$ cat config.mk
export PLATFORM = sky130hd
export DESIGN_NAME = mcPiCore
export DESIGN_NICKNAME = d
export VERILOG_FILES = /design/src/rtl/mcPiPkg.sv /design/src/rtl/mcTausGen.sv /design/src/rtl/mcPiDatapath.sv /design/src/rtl/mcPiCtrl.sv /design/src/rtl/mcPiCore.sv
export SDC_FILE = /design/constraint.sdc
export NUM_CORES = 2
export LEC_CHECK = 0
export BUFFER_PORTS_ARGS = -buffer_cell sky130_fd_sc_hd__buf_2
export CAP_MARGIN = 20
export CORE_MARGIN = 4
export CORE_UTILIZATION = 50
export CTS_CLUSTER_DIAMETER = 30
export DETAILED_ROUTE_END_ITERATION = 12
export PLACE_DENSITY_LB_ADDON = 0.2
export SYNTH_ARGS = -nofsm -noshare
export SYNTH_HDL_FRONTEND = slang
export SYNTH_SLANG_ARGS = --single-unit
$ cat constraint.sdc
create_clock -name clk -period 7.2 [get_ports clk]
set_input_delay 1.44 -clock clk [delete_from_list [all_inputs] [get_ports clk]]
set_output_delay 1.44 -clock clk [all_outputs]
set_load 0.02 [all_outputs]
$ cat src/rtl/mcPiPkg.sv
package mcPiPkg;
  localparam int TAUS_W = 32;
  localparam int TAUS_N = 3;
  localparam int SEED_W = TAUS_W * TAUS_N;

  typedef struct packed {
    logic load;   // capture range and seeds, flush pipeline, clear totals
    logic issue;  // launch one trial this cycle
  } mcStrobe_t;

  function automatic int tausQ(input int c);
    return (c == 0) ? 13 : (c == 1) ? 2 : 3;
  endfunction
  function automatic int tausS(input int c);
    return (c == 0) ? 19 : (c == 1) ? 25 : 11;
  endfunction
  function automatic int tausK(input int c);
    return (c == 0) ? 12 : (c == 1) ? 4 : 17;
  endfunction
  function automatic int tausLow(input int c);
    return (c == 0) ? 1 : (c == 1) ? 3 : 4;
  endfunction
endpackage

$ cat src/rtl/mcTausGen.sv
module mcTausGen
  import mcPiPkg::*;
#(
  parameter int FRAC_W = 16
) (
  input  logic              clk,
  input  logic              rstN,
  input  logic              load,
  input  logic              advance,
  input  logic [SEED_W-1:0] seed,
  output logic [FRAC_W-1:0] sample
);
  logic [TAUS_N-1:0][TAUS_W-1:0] nextParts;
  logic [TAUS_W-1:0] mix;

  for (genvar c = 0; c < TAUS_N; c++) begin : g_comp
    localparam int Q = tausQ(c);
    localparam int S = tausS(c);
    localparam int K = tausK(c);
    localparam int LOW = tausLow(c);
    localparam logic [TAUS_W-1:0] MASK = ~((TAUS_W'(1) << LOW) - TAUS_W'(1));

    logic [TAUS_W-1:0] st, sd, sdFix, nx;

    assign sd    = seed[c*TAUS_W +: TAUS_W];
    // a seed with no bits under the mask gets the lowest masked bit set
    assign sdFix = ((sd & MASK) == '0) ? (sd | (TAUS_W'(1) << LOW)) : sd;
    assign nx    = ((st & MASK) << K) ^ (((st << Q) ^ st) >> S);
    assign nextParts[c] = nx;

    always_ff @(posedge clk or negedge rstN) begin
      if (!rstN)        st <= '1;
      else if (load)    st <= sdFix;
      else if (advance) st <= nx;
    end

    a_r9_legal_state: assert property (@(posedge clk) disable iff (!rstN)
      load |=> ((st & MASK) != '0));
  end

  always_comb begin
    mix = '0;
    for (int c = 0; c < TAUS_N; c++) mix ^= nextParts[c];
  end

  assign sample = mix[TAUS_W-1 -: FRAC_W];
endmodule

$ cat src/rtl/mcPiDatapath.sv
module mcPiDatapath
  import mcPiPkg::*;
#(
  parameter int FRAC_W = 16,
  parameter int ACC_W  = 48,
  parameter int CNT_W  = 32
) (
  input  logic              clk,
  input  logic              rstN,
  input  mcStrobe_t         strobe,
  input  logic [SEED_W-1:0] seedX,
  input  logic [SEED_W-1:0] seedY,
  output logic              pipeBusy,
  output logic [ACC_W-1:0]  hitCount,
  output logic [CNT_W:0]    trialCount
);
  localparam int SQ_W = 2 * FRAC_W;
  localparam logic [ACC_W-1:0] ACC_MAX = '1;

  logic [1:0][SEED_W-1:0] seeds;
  logic [1:0][FRAC_W-1:0] draws;
  assign seeds = {seedY, seedX};

  for (genvar g = 0; g < 2; g++) begin : g_axis
    mcTausGen #(.FRAC_W(FRAC_W)) u_gen (
      .clk(clk), .rstN(rstN), .load(strobe.load), .advance(strobe.issue),
      .seed(seeds[g]), .sample(draws[g])
    );
  end

  // stage 1: sampled coordinates
  logic v1, v2, v3;
  logic [FRAC_W-1:0] xR, yR;
  // stage 2: squares; stage 3: compare result
  logic [SQ_W-1:0] sqX, sqY;
  logic [SQ_W:0]   sumW;
  logic            hitR;

  assign sumW = {1'b0, sqX} + {1'b0, sqY};

  always_ff @(posedge clk or negedge rstN) begin
    if (!rstN) begin
      v1 <= 1'b0; v2 <= 1'b0; v3 <= 1'b0;
      xR <= '0; yR <= '0; sqX <= '0; sqY <= '0; hitR <= 1'b0;
    end else begin
      v1 <= strobe.issue & ~strobe.load;
      v2 <= v1 & ~strobe.load;
      v3 <= v2 & ~strobe.load;
      if (strobe.issue) begin
        xR <= draws[0];
        yR <= draws[1];
      end
      sqX  <= xR * xR;
      sqY  <= yR * yR;
      hitR <= ~sumW[SQ_W];   // carry into bit SQ_W means sum >= one
    end
  end

  assign pipeBusy = v1 | v2 | v3;

  // reduce: saturating hit accumulation and trial tally
  always_ff @(posedge clk or negedge rstN) begin
    if (!rstN) begin
      hitCount   <= '0;
      trialCount <= '0;
    end else if (strobe.load) begin
      hitCount   <= '0;
      trialCount <= '0;
    end else if (v3) begin
      trialCount <= trialCount + 1'b1;
      if (hitR && hitCount != ACC_MAX) hitCount <= hitCount + 1'b1;
    end
  end

  a_r4_sat_hold: assert property (@(posedge clk) disable iff (!rstN)
    (hitCount == ACC_MAX && !strobe.load) |=> hitCount == ACC_MAX);

  a_r3_hits_bounded: assert property (@(posedge clk) disable iff (!rstN)
    (ACC_W + CNT_W + 1)'(hitCount) <= (ACC_W + CNT_W + 1)'(trialCount));

  a_r1_tally_step: assert property (@(posedge clk) disable iff (!rstN)
    !strobe.load |=> (trialCount == $past(trialCount) ||
                      trialCount == $past(trialCount) + 1'b1));

  a_r6_idle_stable: assert property (@(posedge clk) disable iff (!rstN)
    (!strobe.load && !pipeBusy) |=> ($stable(trialCount) && $stable(hitCount)));
endmodule

$ cat src/rtl/mcPiCtrl.sv
module mcPiCtrl
  import mcPiPkg::*;
#(
  parameter int CNT_W = 32
) (
  input  logic             clk,
  input  logic             rstN,
  input  logic             start,
  input  logic [CNT_W-1:0] rangeFirst,
  input  logic [CNT_W-1:0] rangeLast,
  input  logic             pipeBusy,
  output mcStrobe_t        strobe,
  output logic             done
);
  logic             running, pending;
  logic [CNT_W-1:0] idx, lastR;
  logic             drained;

  assign strobe.load  = start;
  assign strobe.issue = running & ~start;
  assign drained      = pending & ~running & ~pipeBusy & ~start;

  always_ff @(posedge clk or negedge rstN) begin
    if (!rstN) begin
      running <= 1'b0; pending <= 1'b0; done <= 1'b0;
      idx <= '0; lastR <= '0;
    end else begin
      done <= drained;
      if (start) begin
        idx     <= rangeFirst;
        lastR   <= rangeLast;
        running <= (rangeFirst <= rangeLast);
        pending <= 1'b1;
      end else begin
        if (strobe.issue) begin
          idx <= idx + 1'b1;
          if (idx == lastR) running <= 1'b0;
        end
        if (drained) pending <= 1'b0;
      end
    end
  end

  a_r6_done_single: assert property (@(posedge clk) disable iff (!rstN)
    done |=> !done);

  a_r5_done_after_drain: assert property (@(posedge clk) disable iff (!rstN)
    done |-> (!running && !pipeBusy));
endmodule

$ cat src/rtl/mcPiCore.sv
module mcPiCore
  import mcPiPkg::*;
#(
  parameter int FRAC_W = 16,
  parameter int ACC_W  = 48,
  parameter int CNT_W  = 32
) (
  input  logic              clk,
  input  logic              rstN,
  input  logic              start,
  input  logic [CNT_W-1:0]  rangeFirst,
  input  logic [CNT_W-1:0]  rangeLast,
  input  logic [SEED_W-1:0] seedX,
  input  logic [SEED_W-1:0] seedY,
  output logic              done,
  output logic [ACC_W-1:0]  hitCount,
  output logic [CNT_W:0]    trialCount
);
  mcStrobe_t strobe;
  logic      pipeBusy;

  mcPiCtrl #(.CNT_W(CNT_W)) u_ctrl (
    .clk(clk), .rstN(rstN), .start(start),
    .rangeFirst(rangeFirst), .rangeLast(rangeLast),
    .pipeBusy(pipeBusy), .strobe(strobe), .done(done)
  );

  mcPiDatapath #(.FRAC_W(FRAC_W), .ACC_W(ACC_W), .CNT_W(CNT_W)) u_dp (
    .clk(clk), .rstN(rstN), .strobe(strobe),
    .seedX(seedX), .seedY(seedY), .pipeBusy(pipeBusy),
    .hitCount(hitCount), .trialCount(trialCount)
  );
endmodule

==> results.md <==
- PortBufs: 324
- Initial Utilization: slightly above 50%
- Avg Inst Size Synth: 9.34 um^2
- Worst setup EP type: register
- Area delta synth->final: 17.3%
- Number of H-tree levels: 3
- Top FF cell, synth: dfrtp_1
- Commonest non-fill, non-tap cell in the layout: inv_1
- Die footprint: 76500 um^2
- Core ar.: 71500 um^2
- # resized after CTS: 0
- Initial DRC Count: 1678
- Global Route Usage Sum: between 20% and 30%
- RSZ-0062 raised after global routing: no
- Initial antenna violation count: 10
- First-pass DRT Iterations: 6
- Most frequent cells in the layout: inv_1, nand2_1, o21ai_0, fa_1, buf_2
- Final setup fails: 0
- Fill cell count: 6241
- Vias in the first global route: around 29000
- Max-slew violation count: 0
- GRT overflow: 0
- Clock Skew: 81.7 ps
- Share of cells above drive strength 1: 18.4%
- First-pass GRT wire length: ~150000 um
- Crit start category: register
- YS warnings: 0
- Sequential cell area: between 10000 and 15000 um^2
- Post-DP HPWL: 72500 um
- Antenna Nets Post-Route: 0
- Clock sinks: 420
- Root buffer cell: clkbuf_16
- Worst Hold Class: register to register
- Syn Inst Count: just under 4000
- Worst-skew pair later-pin latency: 670 ps
- F_max: 154 MHz
- Row cnt: 98
- Total CTS buffers: between 90 and 100
- Multi-input gate area: 22700 um^2
- Setup Crit Path Kind: register to register
- Synth Register Bits: 420
- # IOs: 341
- Post-Syn Area: approximately 36000 um^2
- Max Buffers Root-to-Sink: 3
- Worst path required time: 7680 ps
- Status: completed
- Synthesized Nets: ~4700
- Setup TNS: 0 ps
- Fin nets: 5019
- EDFF count, synth: 0
- Crit path time final: 6500 ps
- Worst Path Arrival: 6980 ps
- DR vias: around 28000
- Chip Height: about 280 um
- Actual slew at the worst max-slew pin: 1070 ps
- Post-synthesis sequential area ratio: 29.7%
- Relative slew slack: 28.5%
- Clock transition at path regs: 50 ps
- Yosys cell types: 75
- CTS tree: done
- Final wirelength: a little over 90000 um
- Die X-Extent: 277 um
- Utilization after layout: 59.2%
- WL per Instance: approximately 18 um
- Final hold violation count: 0
- Vias per cell: between 5 and 6
- Max_cap viols: 0
- DRC violations left: 0
- Final cycle utilization of the critical path: roughly nine tenths
- Number of setup buffers added after CTS: 0
- Worst Path Max Fanout: 16
- Hold_buf cts: 0
- Largest net degree at the start of global routing: 124
- GP Congestion: 0.897
- Async set-reset flop share out of synthesis: 100%
-- sequential cells by signal (all words and copies together) (netlist names), 16 cells and up --
signal                       count
u_dp.hitCount                   48
u_dp.yR                         16
u_dp.g_axis.u_gen.g_comp.st    176
u_dp.sqY                        30
u_dp.xR                         16
u_dp.trialCount                 33
u_dp.sqX                        30
u_ctrl.idx                      32
u_ctrl.lastR                    32
-- per-layer routing --
layer | vias up | track usage [%] | share of wire [%]
li1 | 13200 | - | -
met3 | 170 | 6.36 | 7.1
met5 | - | 0 | 0.074
met1 | 13700 | 33.2 | 44
met4 | 10 | 6.16 | 2.3
met2 | 668 | 39.2 | 46
-- synth_stat cells, drive strengths merged (3+ instances only) --
cell type	instances	share of area, %
nor2	144	1.5
or4	4	0.083
or2	9	0.16
dfrtp	244	17
nor4	54	0.97
a21oi	95	1.3
o221ai	3	0.073
ha	264	9.2
fa	328	18
buf	12	0.21
and4	10	0.25
mux2i	114	3.2
inv	553	5.8
dfstp	176	13
a31oi	9	0.16
nand2	524	5.5
nand3	59	0.83
o31ai	6	0.14
xnor2	196	4.8
xor2	128	3.1
o21ai	368	5.1
a21boi	5	0.10
o21bai	11	0.23
clkbuf	140	1.5
and2	104	1.8
nor3	32	0.49
a31o	4	0.097
nand2b	11	0.19
o21a	8	0.17
a21o	47	0.98
and3	24	0.44
nand4	54	0.94
or3	23	0.43
a211oi	9	0.19
nor2b	24	0.42
mux2	34	1.1
o211ai	7	0.17
-- path summary, 6_finish.rpt --
kind / to / cells past startpoint / slack [ps] / start
max: u_dp.sqY[29]$_DFF_PN0_ / 20 / 700 / u_dp.yR[8]$_DFFE_PN0P_
min: u_ctrl.done$_DFF_PN0_ / 1 / 440 / u_dp.v1$_DFF_PN0_
max reg2reg: u_dp.sqY[29]$_DFF_PN0_ / 20 / 700 / u_dp.yR[8]$_DFFE_PN0P_
min reg2reg: u_ctrl.done$_DFF_PN0_ / 1 / 440 / u_dp.v1$_DFF_PN0_
max in group asynchronous: u_ctrl.idx[28]$_DFFE_PN0P_ / 2 / 5160 / rstN
min in group asynchronous: u_ctrl.idx[6]$_DFFE_PN0P_ / 1 / 910 / rstN
-- per-stage QoR --
stage | worst slack, ps | hold slack, ps | std cells | area, um^2
CTS | 712 | 440 | 5202 | 42300
finish | 699 | 436 | 5207 | 42300
floorplan | 1200 | 412 | 3860 | 36100
detailed placement | 744 | 430 | 5017 | 38600
global placement | 750 | 429 | 5017 | 38600
global route | 212 | 449 | 5205 | 42300
-- logic make-up after synthesis --
kind of cell,after synthesis,synth area share (%)
AND/OR/NAND/NOR,1079,14.0
AO/OA/AOI/OAI,592,9.31
XOR/XNOR,324,7.87
buffers and inverters,705,7.45
flip-flops,420,29.7
adder cells (fa/ha/maj),592,27.4
multiplexers,148,4.23
-- worst max-delay path: stages (launching register included) --
cell and delay, ps:
dfrtp_1 740, nand2_1 190, fa_1 520, inv_1 50
fa_1 490, inv_1 50, fa_1 480, inv_1 60
fa_1 500, fa_1 540, inv_1 60, fa_1 520
inv_1 40, ha_1 370, a21oi_1 260, o211ai_1 130
a221oi_1 310, o41ai_2 200, o31ai_2 470, o21ai_0 190
xor2_1 170
-- area by class of cell --
type	instances	area share, %
Clock buffer	117	6.23
Multi-Input combinational cell	2735	53.6
Timing Repair Buffer	360	4.66
Antenna cell	4	0.0237
Sequential cell	420	25.4
Clock inverter	68	2.45
Tap cell	950	2.81
Inverter	553	4.91
Power is not shown: default switching activity piles up to over one toggle a cycle in this logic, so the estimate is an artifact.
